$ cat src/rtl/ndma_pkg.sv
// Shared definitions for the NAND page DMA engine: register offsets,
// flash opcodes, byte-kind encoding, sequencer states and burst width.
package ndma_pkg;
    localparam int MAX_BURST = 16;
    localparam int BEAT_W    = $clog2(MAX_BURST + 1);

    localparam logic [5:0] RG_CTRL  = 6'h00;
    localparam logic [5:0] RG_MBASE = 6'h04;
    localparam logic [5:0] RG_SBASE = 6'h08;
    localparam logic [5:0] RG_LEN   = 6'h0C;
    localparam logic [5:0] RG_PARA  = 6'h10;
    localparam logic [5:0] RG_ROW   = 6'h14;
    localparam logic [5:0] RG_IEN   = 6'h18;
    localparam logic [5:0] RG_ISTAT = 6'h1C;
    localparam logic [5:0] RG_ICLR  = 6'h20;

    localparam logic [7:0] OP_RD_SETUP = 8'h00;
    localparam logic [7:0] OP_RD_GO    = 8'h30;
    localparam logic [7:0] OP_PG_SETUP = 8'h80;
    localparam logic [7:0] OP_PG_GO    = 8'h10;

    typedef enum logic [1:0] {
        FK_CMD  = 2'd0,
        FK_ADDR = 2'd1,
        FK_DATA = 2'd2
    } fl_kind_e;

    typedef enum logic [2:0] {
        S_IDLE, S_CMD1, S_ADDR, S_CMD2, S_WAIT, S_REQ, S_DATA, S_DONE
    } seq_state_e;
endpackage

$ cat src/rtl/ndma_regs.sv
// Register file and completion interrupt of the page DMA engine.
// Assumes: done is a one-cycle pulse from the sequencer. Configuration
// registers are write-protected while busy so the sequencer may use them live.
module ndma_regs
    import ndma_pkg::*;
#(
    parameter int AW        = 32,
    parameter int SPARE_RST = 128
) (
    input  logic          clk,
    input  logic          rst_n,
    input  logic          cfg_we,
    input  logic [5:0]    cfg_addr,
    input  logic [31:0]   cfg_wdata,
    output logic [31:0]   cfg_rdata,
    input  logic          done,
    output logic          start,
    output logic          busy,
    output logic          ctl_prog,
    output logic          ctl_main,
    output logic          ctl_spare,
    output logic          ctl_b4,
    output logic          ctl_b8,
    output logic          ctl_b16,
    output logic          ctl_addr4,
    output logic [1:0]    ctl_cs,
    output logic [AW-1:0] main_base,
    output logic [AW-1:0] spare_base,
    output logic [11:0]   spare_len,
    output logic [1:0]    para,
    output logic [23:0]   row,
    output logic          irq
);
    logic [9:1] ctrl_q;
    logic       ien_q;
    logic       stat_q;
    logic       cfg_ok;
    logic       unused_wdata;

    assign unused_wdata = ^cfg_wdata;
    assign cfg_ok = cfg_we && !busy;
    assign start  = cfg_ok && (cfg_addr == RG_CTRL) && cfg_wdata[0];

    assign ctl_prog  = ctrl_q[1];
    assign ctl_main  = ctrl_q[2];
    assign ctl_spare = ctrl_q[3];
    assign ctl_b4    = ctrl_q[4];
    assign ctl_b8    = ctrl_q[5];
    assign ctl_b16   = ctrl_q[6];
    assign ctl_addr4 = ctrl_q[7];
    assign ctl_cs    = ctrl_q[9:8];
    assign irq       = stat_q && ien_q;

    // Configuration writes, accepted only while idle.
    always_ff @(posedge clk) begin
        if (!rst_n) begin
            ctrl_q     <= '0;
            main_base  <= '0;
            spare_base <= '0;
            spare_len  <= 12'(SPARE_RST);
            para       <= '0;
            row        <= '0;
        end else if (cfg_ok) begin
            case (cfg_addr)
                RG_CTRL:  ctrl_q     <= cfg_wdata[9:1];
                RG_MBASE: main_base  <= cfg_wdata[AW-1:0];
                RG_SBASE: spare_base <= cfg_wdata[AW-1:0];
                RG_LEN:   spare_len  <= cfg_wdata[27:16];
                RG_PARA:  para       <= cfg_wdata[1:0];
                RG_ROW:   row        <= cfg_wdata[23:0];
                default:  ;
            endcase
        end
    end

    // Busy flag: set by the start write, cleared by completion.
    always_ff @(posedge clk) begin
        if (!rst_n)     busy <= 1'b0;
        else if (start) busy <= 1'b1;
        else if (done)  busy <= 1'b0;
    end

    // Interrupt enable and write-1-to-clear status; a set wins over a clear.
    always_ff @(posedge clk) begin
        if (!rst_n) begin
            ien_q  <= 1'b0;
            stat_q <= 1'b0;
        end else begin
            if (cfg_we && cfg_addr == RG_IEN) ien_q <= cfg_wdata[9];
            if (done && ien_q)
                stat_q <= 1'b1;
            else if (cfg_we && cfg_addr == RG_ICLR && cfg_wdata[9])
                stat_q <= 1'b0;
        end
    end

    // Read-back multiplexer.
    always_comb begin
        cfg_rdata = '0;
        case (cfg_addr)
            RG_CTRL:  cfg_rdata = {22'd0, ctrl_q, busy};
            RG_MBASE: cfg_rdata[AW-1:0] = main_base;
            RG_SBASE: cfg_rdata[AW-1:0] = spare_base;
            RG_LEN:   cfg_rdata = {4'd0, spare_len, 16'd0};
            RG_PARA:  cfg_rdata = {30'd0, para};
            RG_ROW:   cfg_rdata = {8'd0, row};
            RG_IEN:   cfg_rdata = {22'd0, ien_q, 9'd0};
            RG_ISTAT: cfg_rdata = {22'd0, stat_q, 9'd0};
            default:  cfg_rdata = '0;
        endcase
    end

    AST_BUSY_HOLD: assert property (@(posedge clk) disable iff (!rst_n)
        busy && !done |=> busy);
    AST_CFG_FROZEN: assert property (@(posedge clk) disable iff (!rst_n)
        busy |=> $stable(ctrl_q) && $stable(spare_len) && $stable(row));
    AST_IRQ_CLEAR: assert property (@(posedge clk) disable iff (!rst_n)
        cfg_we && cfg_addr == RG_ICLR && cfg_wdata[9] && !done |=> !irq);
    AST_IRQ_RAISE: assert property (@(posedge clk) disable iff (!rst_n)
        done && ien_q && !(cfg_we && cfg_addr == RG_IEN) |=> irq);
endmodule

$ cat src/rtl/ndma_burst_pick.sv
// Chooses the burst length for the next memory request: the largest
// enabled size of 4, 8 or 16 that fits in the bytes left, else one beat.
// Assumes rem is non-zero whenever the result is used.
module ndma_burst_pick
    import ndma_pkg::*;
#(
    parameter int REM_W = 13
) (
    input  logic [REM_W-1:0]  rem,
    input  logic              en4,
    input  logic              en8,
    input  logic              en16,
    output logic [BEAT_W-1:0] beats
);
    localparam int NSIZE = 3;

    logic [NSIZE-1:0] fits;
    logic [NSIZE-1:0] ens;

    assign ens = {en16, en8, en4};

    // One comparator per candidate size (4 << i).
    for (genvar i = 0; i < NSIZE; i++) begin : g_fit
        assign fits[i] = ens[i] && (rem >= REM_W'(4 << i));
    end

    // Largest fitting candidate wins.
    always_comb begin
        beats = BEAT_W'(1);
        for (int i = 0; i < NSIZE; i++)
            if (fits[i]) beats = BEAT_W'(4 << i);
    end
endmodule

$ cat src/rtl/ndma_seq.sv
// Page sequencer: issues setup command, address bytes and go command,
// waits for flash ready, and moves the main then spare area in bursts.
// Assumes configuration inputs stay stable while a transfer runs and
// that the memory side delivers exactly the granted number of beats.
module ndma_seq
    import ndma_pkg::*;
#(
    parameter int AW         = 32,
    parameter int PAGE_BYTES = 2048,
    parameter int REM_W      = 13
) (
    input  logic              clk,
    input  logic              rst_n,
    input  logic              start,
    input  logic              dir_prog,
    input  logic              main_act,
    input  logic              spare_act,
    input  logic              addr4,
    input  logic              en4,
    input  logic              en8,
    input  logic              en16,
    input  logic [23:0]       row,
    input  logic [AW-1:0]     main_base,
    input  logic [AW-1:0]     spare_base,
    input  logic [11:0]       spare_len,
    output logic              done,
    output logic              fl_out_valid,
    output logic [1:0]        fl_out_kind,
    output logic [7:0]        fl_out_byte,
    input  logic              fl_out_ready,
    input  logic              fl_in_valid,
    input  logic [7:0]        fl_in_byte,
    output logic              fl_in_ready,
    input  logic              fl_rdy,
    output logic              mem_req,
    output logic              mem_write,
    output logic [AW-1:0]     mem_addr,
    output logic [BEAT_W-1:0] mem_beats,
    input  logic              mem_gnt,
    output logic              mem_wvalid,
    output logic [7:0]        mem_wdata,
    input  logic              mem_wready,
    input  logic              mem_rvalid,
    input  logic [7:0]        mem_rdata,
    output logic              mem_rready
);
    localparam logic [REM_W-1:0] PAGE_REM  = REM_W'(PAGE_BYTES);
    localparam logic [15:0]      SPARE_COL = 16'(PAGE_BYTES);

    seq_state_e        state;
    logic [2:0]        aidx;
    logic              area;
    logic [REM_W-1:0]  rem;
    logic [AW-1:0]     ptr;
    logic [BEAT_W-1:0] beats_left;
    logic              data_over;
    logic [BEAT_W-1:0] pick;
    logic [15:0]       col;
    logic [2:0]        addr_last;
    logic              in_data;
    logic              beat;

    ndma_burst_pick #(.REM_W(REM_W)) u_pick (
        .rem   (rem),
        .en4   (en4),
        .en8   (en8),
        .en16  (en16),
        .beats (pick)
    );

    assign col       = main_act ? 16'd0 : SPARE_COL;
    assign addr_last = addr4 ? 3'd3 : 3'd4;
    assign in_data   = (state == S_DATA);
    assign beat      = dir_prog ? (mem_rvalid && fl_out_ready)
                                : (fl_in_valid && mem_wready);
    assign done      = (state == S_DONE);

    assign mem_req    = (state == S_REQ);
    assign mem_write  = !dir_prog;
    assign mem_addr   = ptr;
    assign mem_beats  = pick;
    assign mem_wvalid = in_data && !dir_prog && fl_in_valid;
    assign mem_wdata  = fl_in_byte;
    assign fl_in_ready = in_data && !dir_prog && mem_wready;
    assign mem_rready  = in_data && dir_prog && fl_out_ready;

    // Flash output channel: commands, address bytes and program data.
    always_comb begin
        fl_out_valid = 1'b0;
        fl_out_kind  = FK_CMD;
        fl_out_byte  = 8'h00;
        case (state)
            S_CMD1: begin
                fl_out_valid = 1'b1;
                fl_out_byte  = dir_prog ? OP_PG_SETUP : OP_RD_SETUP;
            end
            S_ADDR: begin
                fl_out_valid = 1'b1;
                fl_out_kind  = FK_ADDR;
                case (aidx)
                    3'd0:    fl_out_byte = col[7:0];
                    3'd1:    fl_out_byte = col[15:8];
                    3'd2:    fl_out_byte = row[7:0];
                    3'd3:    fl_out_byte = row[15:8];
                    default: fl_out_byte = row[23:16];
                endcase
            end
            S_CMD2: begin
                fl_out_valid = 1'b1;
                fl_out_byte  = dir_prog ? OP_PG_GO : OP_RD_GO;
            end
            S_DATA: begin
                fl_out_valid = dir_prog && mem_rvalid;
                fl_out_kind  = FK_DATA;
                fl_out_byte  = mem_rdata;
            end
            default: ;
        endcase
    end

    // Sequencer state, area bookkeeping and burst counters.
    always_ff @(posedge clk) begin
        if (!rst_n) begin
            state      <= S_IDLE;
            aidx       <= '0;
            area       <= 1'b0;
            rem        <= '0;
            ptr        <= '0;
            beats_left <= '0;
            data_over  <= 1'b0;
        end else begin
            case (state)
                S_IDLE: if (start) state <= S_CMD1;
                S_CMD1: if (fl_out_ready) begin
                    state     <= S_ADDR;
                    aidx      <= '0;
                    area      <= !main_act;
                    rem       <= main_act ? PAGE_REM : REM_W'(spare_len);
                    ptr       <= main_act ? main_base : spare_base;
                    data_over <= !(main_act || spare_act);
                end
                S_ADDR: if (fl_out_ready) begin
                    if (aidx == addr_last)
                        state <= (dir_prog && !data_over) ? S_REQ : S_CMD2;
                    else
                        aidx <= aidx + 3'd1;
                end
                S_CMD2: if (fl_out_ready) state <= S_WAIT;
                S_WAIT: if (fl_rdy)
                    state <= (dir_prog || data_over) ? S_DONE : S_REQ;
                S_REQ: if (mem_gnt) begin
                    beats_left <= pick;
                    state      <= S_DATA;
                end
                S_DATA: if (beat) begin
                    ptr        <= ptr + AW'(1);
                    rem        <= rem - REM_W'(1);
                    beats_left <= beats_left - BEAT_W'(1);
                    if (beats_left == BEAT_W'(1)) begin
                        if (rem == REM_W'(1)) begin
                            if (!area && spare_act) begin
                                area  <= 1'b1;
                                rem   <= REM_W'(spare_len);
                                ptr   <= spare_base;
                                state <= S_REQ;
                            end else begin
                                data_over <= 1'b1;
                                state     <= dir_prog ? S_CMD2 : S_DONE;
                            end
                        end else begin
                            state <= S_REQ;
                        end
                    end
                end
                S_DONE:  state <= S_IDLE;
                default: state <= S_IDLE;
            endcase
        end
    end

    AST_BURST_FITS: assert property (@(posedge clk) disable iff (!rst_n)
        mem_req |-> (REM_W'(mem_beats) <= rem));
    AST_BURST_LEGAL: assert property (@(posedge clk) disable iff (!rst_n)
        mem_req |-> $onehot(mem_beats) && !mem_beats[1]);
    AST_REQ_HOLD: assert property (@(posedge clk) disable iff (!rst_n)
        mem_req && !mem_gnt |=> mem_req && $stable(mem_addr) && $stable(mem_beats));
    AST_ONE_DIRECTION: assert property (@(posedge clk) disable iff (!rst_n)
        !(mem_wvalid && mem_rready));
    AST_DATA_ONLY_PROG: assert property (@(posedge clk) disable iff (!rst_n)
        fl_out_valid && fl_out_kind == FK_DATA |-> dir_prog);
endmodule

$ cat src/rtl/nand_page_dma.sv
// Top of the NAND page DMA engine: register file, area qualification
// and page sequencer. Assumes a single clock domain and a byte-wide
// memory data path.
module nand_page_dma
    import ndma_pkg::*;
#(
    parameter int AW         = 32,
    parameter int PAGE_BYTES = 2048,
    parameter int SPARE_RST  = 128
) (
    input  logic              clk,
    input  logic              rst_n,
    input  logic              cfg_we,
    input  logic [5:0]        cfg_addr,
    input  logic [31:0]       cfg_wdata,
    output logic [31:0]       cfg_rdata,
    output logic              irq,
    output logic [1:0]        fl_cs,
    output logic              fl_out_valid,
    output logic [1:0]        fl_out_kind,
    output logic [7:0]        fl_out_byte,
    input  logic              fl_out_ready,
    input  logic              fl_in_valid,
    input  logic [7:0]        fl_in_byte,
    output logic              fl_in_ready,
    input  logic              fl_rdy,
    output logic              mem_req,
    output logic              mem_write,
    output logic [AW-1:0]     mem_addr,
    output logic [BEAT_W-1:0] mem_beats,
    input  logic              mem_gnt,
    output logic              mem_wvalid,
    output logic [7:0]        mem_wdata,
    input  logic              mem_wready,
    input  logic              mem_rvalid,
    input  logic [7:0]        mem_rdata,
    output logic              mem_rready
);
    localparam int PG_W  = $clog2(PAGE_BYTES + 1);
    localparam int REM_W = (PG_W > 13) ? PG_W : 13;

    logic          start, busy, done;
    logic          ctl_prog, ctl_main, ctl_spare, ctl_b4, ctl_b8, ctl_b16, ctl_addr4;
    logic [1:0]    ctl_cs;
    logic [AW-1:0] main_base, spare_base;
    logic [11:0]   spare_len;
    logic [1:0]    para;
    logic [23:0]   row;
    logic          main_act, spare_act;

    assign main_act  = ctl_main && para[0];
    assign spare_act = ctl_spare && para[1] && (spare_len != 12'd0);
    assign fl_cs     = ctl_cs;

    ndma_regs #(.AW(AW), .SPARE_RST(SPARE_RST)) u_regs (
        .clk        (clk),
        .rst_n      (rst_n),
        .cfg_we     (cfg_we),
        .cfg_addr   (cfg_addr),
        .cfg_wdata  (cfg_wdata),
        .cfg_rdata  (cfg_rdata),
        .done       (done),
        .start      (start),
        .busy       (busy),
        .ctl_prog   (ctl_prog),
        .ctl_main   (ctl_main),
        .ctl_spare  (ctl_spare),
        .ctl_b4     (ctl_b4),
        .ctl_b8     (ctl_b8),
        .ctl_b16    (ctl_b16),
        .ctl_addr4  (ctl_addr4),
        .ctl_cs     (ctl_cs),
        .main_base  (main_base),
        .spare_base (spare_base),
        .spare_len  (spare_len),
        .para       (para),
        .row        (row),
        .irq        (irq)
    );

    ndma_seq #(.AW(AW), .PAGE_BYTES(PAGE_BYTES), .REM_W(REM_W)) u_seq (
        .clk          (clk),
        .rst_n        (rst_n),
        .start        (start),
        .dir_prog     (ctl_prog),
        .main_act     (main_act),
        .spare_act    (spare_act),
        .addr4        (ctl_addr4),
        .en4          (ctl_b4),
        .en8          (ctl_b8),
        .en16         (ctl_b16),
        .row          (row),
        .main_base    (main_base),
        .spare_base   (spare_base),
        .spare_len    (spare_len),
        .done         (done),
        .fl_out_valid (fl_out_valid),
        .fl_out_kind  (fl_out_kind),
        .fl_out_byte  (fl_out_byte),
        .fl_out_ready (fl_out_ready),
        .fl_in_valid  (fl_in_valid),
        .fl_in_byte   (fl_in_byte),
        .fl_in_ready  (fl_in_ready),
        .fl_rdy       (fl_rdy),
        .mem_req      (mem_req),
        .mem_write    (mem_write),
        .mem_addr     (mem_addr),
        .mem_beats    (mem_beats),
        .mem_gnt      (mem_gnt),
        .mem_wvalid   (mem_wvalid),
        .mem_wdata    (mem_wdata),
        .mem_wready   (mem_wready),
        .mem_rvalid   (mem_rvalid),
        .mem_rdata    (mem_rdata),
        .mem_rready   (mem_rready)
    );

    AST_IDLE_QUIET: assert property (@(posedge clk) disable iff (!rst_n)
        !busy |-> !mem_req && !fl_out_valid);
    AST_CS_FROM_CTRL: assert property (@(posedge clk) disable iff (!rst_n)
        busy |=> $stable(fl_cs));
endmodule

$ cat config.mk
export PLATFORM = sky130hd
export DESIGN_NAME = nand_page_dma
export DESIGN_NICKNAME = d
export VERILOG_FILES = /design/src/rtl/ndma_pkg.sv /design/src/rtl/ndma_regs.sv /design/src/rtl/ndma_burst_pick.sv /design/src/rtl/ndma_seq.sv /design/src/rtl/nand_page_dma.sv
export SDC_FILE = /design/constraint.sdc
export NUM_CORES = 1
export LEC_CHECK = 0
export BUFFER_PORTS_ARGS = -buffer_cell sky130_fd_sc_hd__buf_4
export CAP_MARGIN = 0
export CORE_ASPECT_RATIO = 1.25
export CORE_MARGIN = 8
export CORE_UTILIZATION = 30
export CTS_BUF_LIST = sky130_fd_sc_hd__clkbuf_8
export DETAILED_ROUTE_END_ITERATION = 10
export HOLD_SLACK_MARGIN = 0.03
export PLACE_DENSITY_LB_ADDON = 0.08
export SLEW_MARGIN = 0
export SYNTH_ARGS = -nofsm -noshare
export SYNTH_HDL_FRONTEND = slang
export SYNTH_SLANG_ARGS = --single-unit
$ cat constraint.sdc
create_clock -name clk -period 4.8 [get_ports clk]
set_input_delay 1.44 -clock clk [delete_from_list [all_inputs] [get_ports clk]]
set_output_delay 1.44 -clock clk [all_outputs]
set_load 0.02 [all_outputs]
==> summary.txt <==
M2 GR Usage = 34.6%
DRC = 0
Maxcap violations = 0
Final Critical Period = 4.66 ns
Maximum VDD drop = 0.147 mV
Startpoint types = input pin
Drt first-iter violations = 1132
Mux contribution to synthesized area = 3.35%
Drt via density = 5.63
Initial antenna violation count = 0
Setup_tns = 0 ns
Die width = 178 µm
Worst Tran Pin Value = 1.10 ns
Inserted Diodes = 0
Die span in y = 218 µm
Mapped Area = 9780 µm²
Most numerous cell in the Yosys netlist = nand2_1
Most used routing layer = met2
NumNets Final = 1470
Most used flip-flop cell after synthesis = dfxtp_1
Initial Utilization = 30.2%
Hold slack = 0.483 ns
Max_slew headroom = 25.9%
Top cells by area, synth = dfxtp_1 35%, nand2_1 12%, a21oi_1 7.3%, clkbuf_1 3.8%, a22oi_1 2.9%
Final setup margin = 0.144 ns
CP Capture Type = output port
Leakage = 0.00414 µW
Xor/xnor share of the synthesized area = 2.60%
Met1 Usage GRT = 28.6%
Post-CTS setup buffer count = 0
Placer Congestion = 0.821
Number of warnings issued by yosys = 0
Post-synth ARST share = 0%
Met3 Usage GRT = 3.17%
Post-synthesis adder-cell area fraction = 1.41%
Syn Nets = 1395
DRT Wirelength = 42.1 mm
# setup viols final = 0
Crit Path Category = in2out
Longest Clk Path Bufs = 2
Seq cells post-synth = 172
Htree depth = 4
Rows = 74
Resize count post-CTS = 0
Final ANT Viol Nets = 0
Final setup skew = 0.0139 ns
Status = complete, no violations
Share of cells above drive strength 1 = 16.7%
Fmax = 215 MHz
Num CTS Buffers = 17
Clock sink count = 172
Most instantiated cells after synthesis = 313 x nand2_1, 172 x dfxtp_1, 143 x a21oi_1, 100 x clkbuf_1, 58 x nor2_1
Worst min path class = reg2reg
Clock Latency Late Sink = 0.48 ns
Clk root buf = clkbuf_8
Count of flip-flops with a built-in enable after synthesis = 0
HPWL Detailed = 30.3 mm
Largest net degree at the start of global routing = 72
Area leader, netlist = dfxtp_1
CP arrival = 3.22 ns
Global-route wire length before repair = 63.1 mm
Unrepaired setup endpoints after global routing = no
Compound-Gate Fraction of Synth Area = 25.2%
Post-synthesis sequential area ratio = 35.2%
I/O Buffers = 141
Number of global-route vias before repair = 9716
CTS tree = yes
Drt pass-1 iters = 7
Final slew viol count = 0
Endpoints failing hold = 0
DR vias = 10300
GRT overflow = 0
Worst path required time = 3.36 ns
Drt wl/cell = 23.1 µm
Io pins = 159
Synth Area in Simple Gates = 25.9%
Dpl ws = 0.150 ns
Die area = 38700 µm²
Hold_buf cts = 0
Mapped Cells = 1321
Total global-route track usage = 21.2%
Post-route cell area = 11600 µm²
Synth top area share = 35.2%
Core area = 32400 µm²
Post-synth cell types = 68
Syn avg cell area = 7.41 µm²
Crit-path max FO = 21
Final core utilization = 35.9%
Placed inst area = 11200 µm²
Pwr Density = 263 nW/µm²
CTS clk-pin slew, worst paths = 0.10 ns
Tcrit/Tclk final = 97.0%
Main combinational cell family by area after synthesis = simple AND/OR/NAND/NOR gates
Layout area overhead = 18.8%
==> state kept, by name, summed over array words and instances (netlist names) <==
register / cells
u_regs.stat_q: 1
u_regs.spare_base: 32
u_seq.beats_left: 5
u_regs.row: 24
u_seq.rem: 13
u_seq.mem_addr: 32
u_regs.para: 2
u_regs.busy: 1
u_regs.ien_q: 1
u_regs.ctrl_q: 9
u_seq.data_over: 1
u_seq.state: 3
u_seq.area: 1
u_seq.aidx: 3
u_regs.main_base: 32
u_regs.spare_len: 12
==> path summary, 6_finish.rpt <==
check | from | end | slack [ns] | cells after the start
min | u_regs.row[14] | u_regs.row[14] | 0.48 | 2
max | cfg_addr[1] | cfg_rdata[1] | 0.14 | 7
max reg2reg | u_seq.beats_left[0] | u_seq.mem_addr[20] | 1.50 | 6
min reg2reg | u_regs.row[14] | u_regs.row[14] | 0.48 | 2
==> critical path: stages <==
cell and delay [ns]:
buf_4 0.11, or4_1 0.69, nor3_2 0.22, buf_4 0.32
a22oi_1 0.11, nand2_1 0.14, buf_4 0.15
==> per-stage QoR <==
step           total power (µW)  std cells
3_5_place_dp               1970       1795
2_1_floorplan              1790       1321
5_1_grt                    3180       1827
6_report                   3060       1827
4_1_cts                    3080       1827
3_3_place_gp               1970       1795
==> routing by layer <==
metal  vias up  wire [µm]
li1       4937          -
met1      4976      19500
met2       322      19800
met3        44       1930
met4         0        854
met5         -          0
==> area by class of cell <==
| cell class | instances | area [µm²] |
|---|---|---|
| clock buffers | 19 | 262 |
| clock inverters | 13 | 150 |
| inverters | 28 | 108 |
| repair buffers | 177 | 1380 |
| fillers | 3503 | 20800 |
| multi-input cells | 1000 | 5760 |
| well taps | 418 | 523 |
| flip-flops and latches | 172 | 3440 |
==> logic make-up (layout without fill, tap and decap cells) <==
kind of cell | Yosys count | in the layout
flip-flops | 172 | 172
adder cells (fa/ha/maj) | 11 | 11
buffers and inverters | 149 | 237
other | 1 | 1
AO/OA/AOI/OAI | 375 | 375
XOR/XNOR | 29 | 29
AND/OR/NAND/NOR | 552 | 552
multiplexers | 32 | 32
==> cell usage in the layout (no fill, tap or decap), drive strengths merged, types with 7 or more instances in the layout <==
cell    instances
nand2         313
buf           177
dfxtp         172
a21oi         143
nor2           58
a22oi          38
o21ai          37
nand3          37
inv            30
a31oi          29
mux2i          26
nor4           25
nand4          21
nor3           20
clkbuf         19
o211ai         18
xor2           17
and3           16
a222oi         14
a211oi         14
or3            13
xnor2          12
ha             11
o22ai          10
o221a          10
nand3b          9
or4             7
nor2b           7
and2            7
==> power by group <==
part / internal, µW / switching [µW]
logic: 169 / 255
clock network: 537 / 582
registers: 1460 / 55.4
Note: power is estimated with default switching activity, not from simulation.
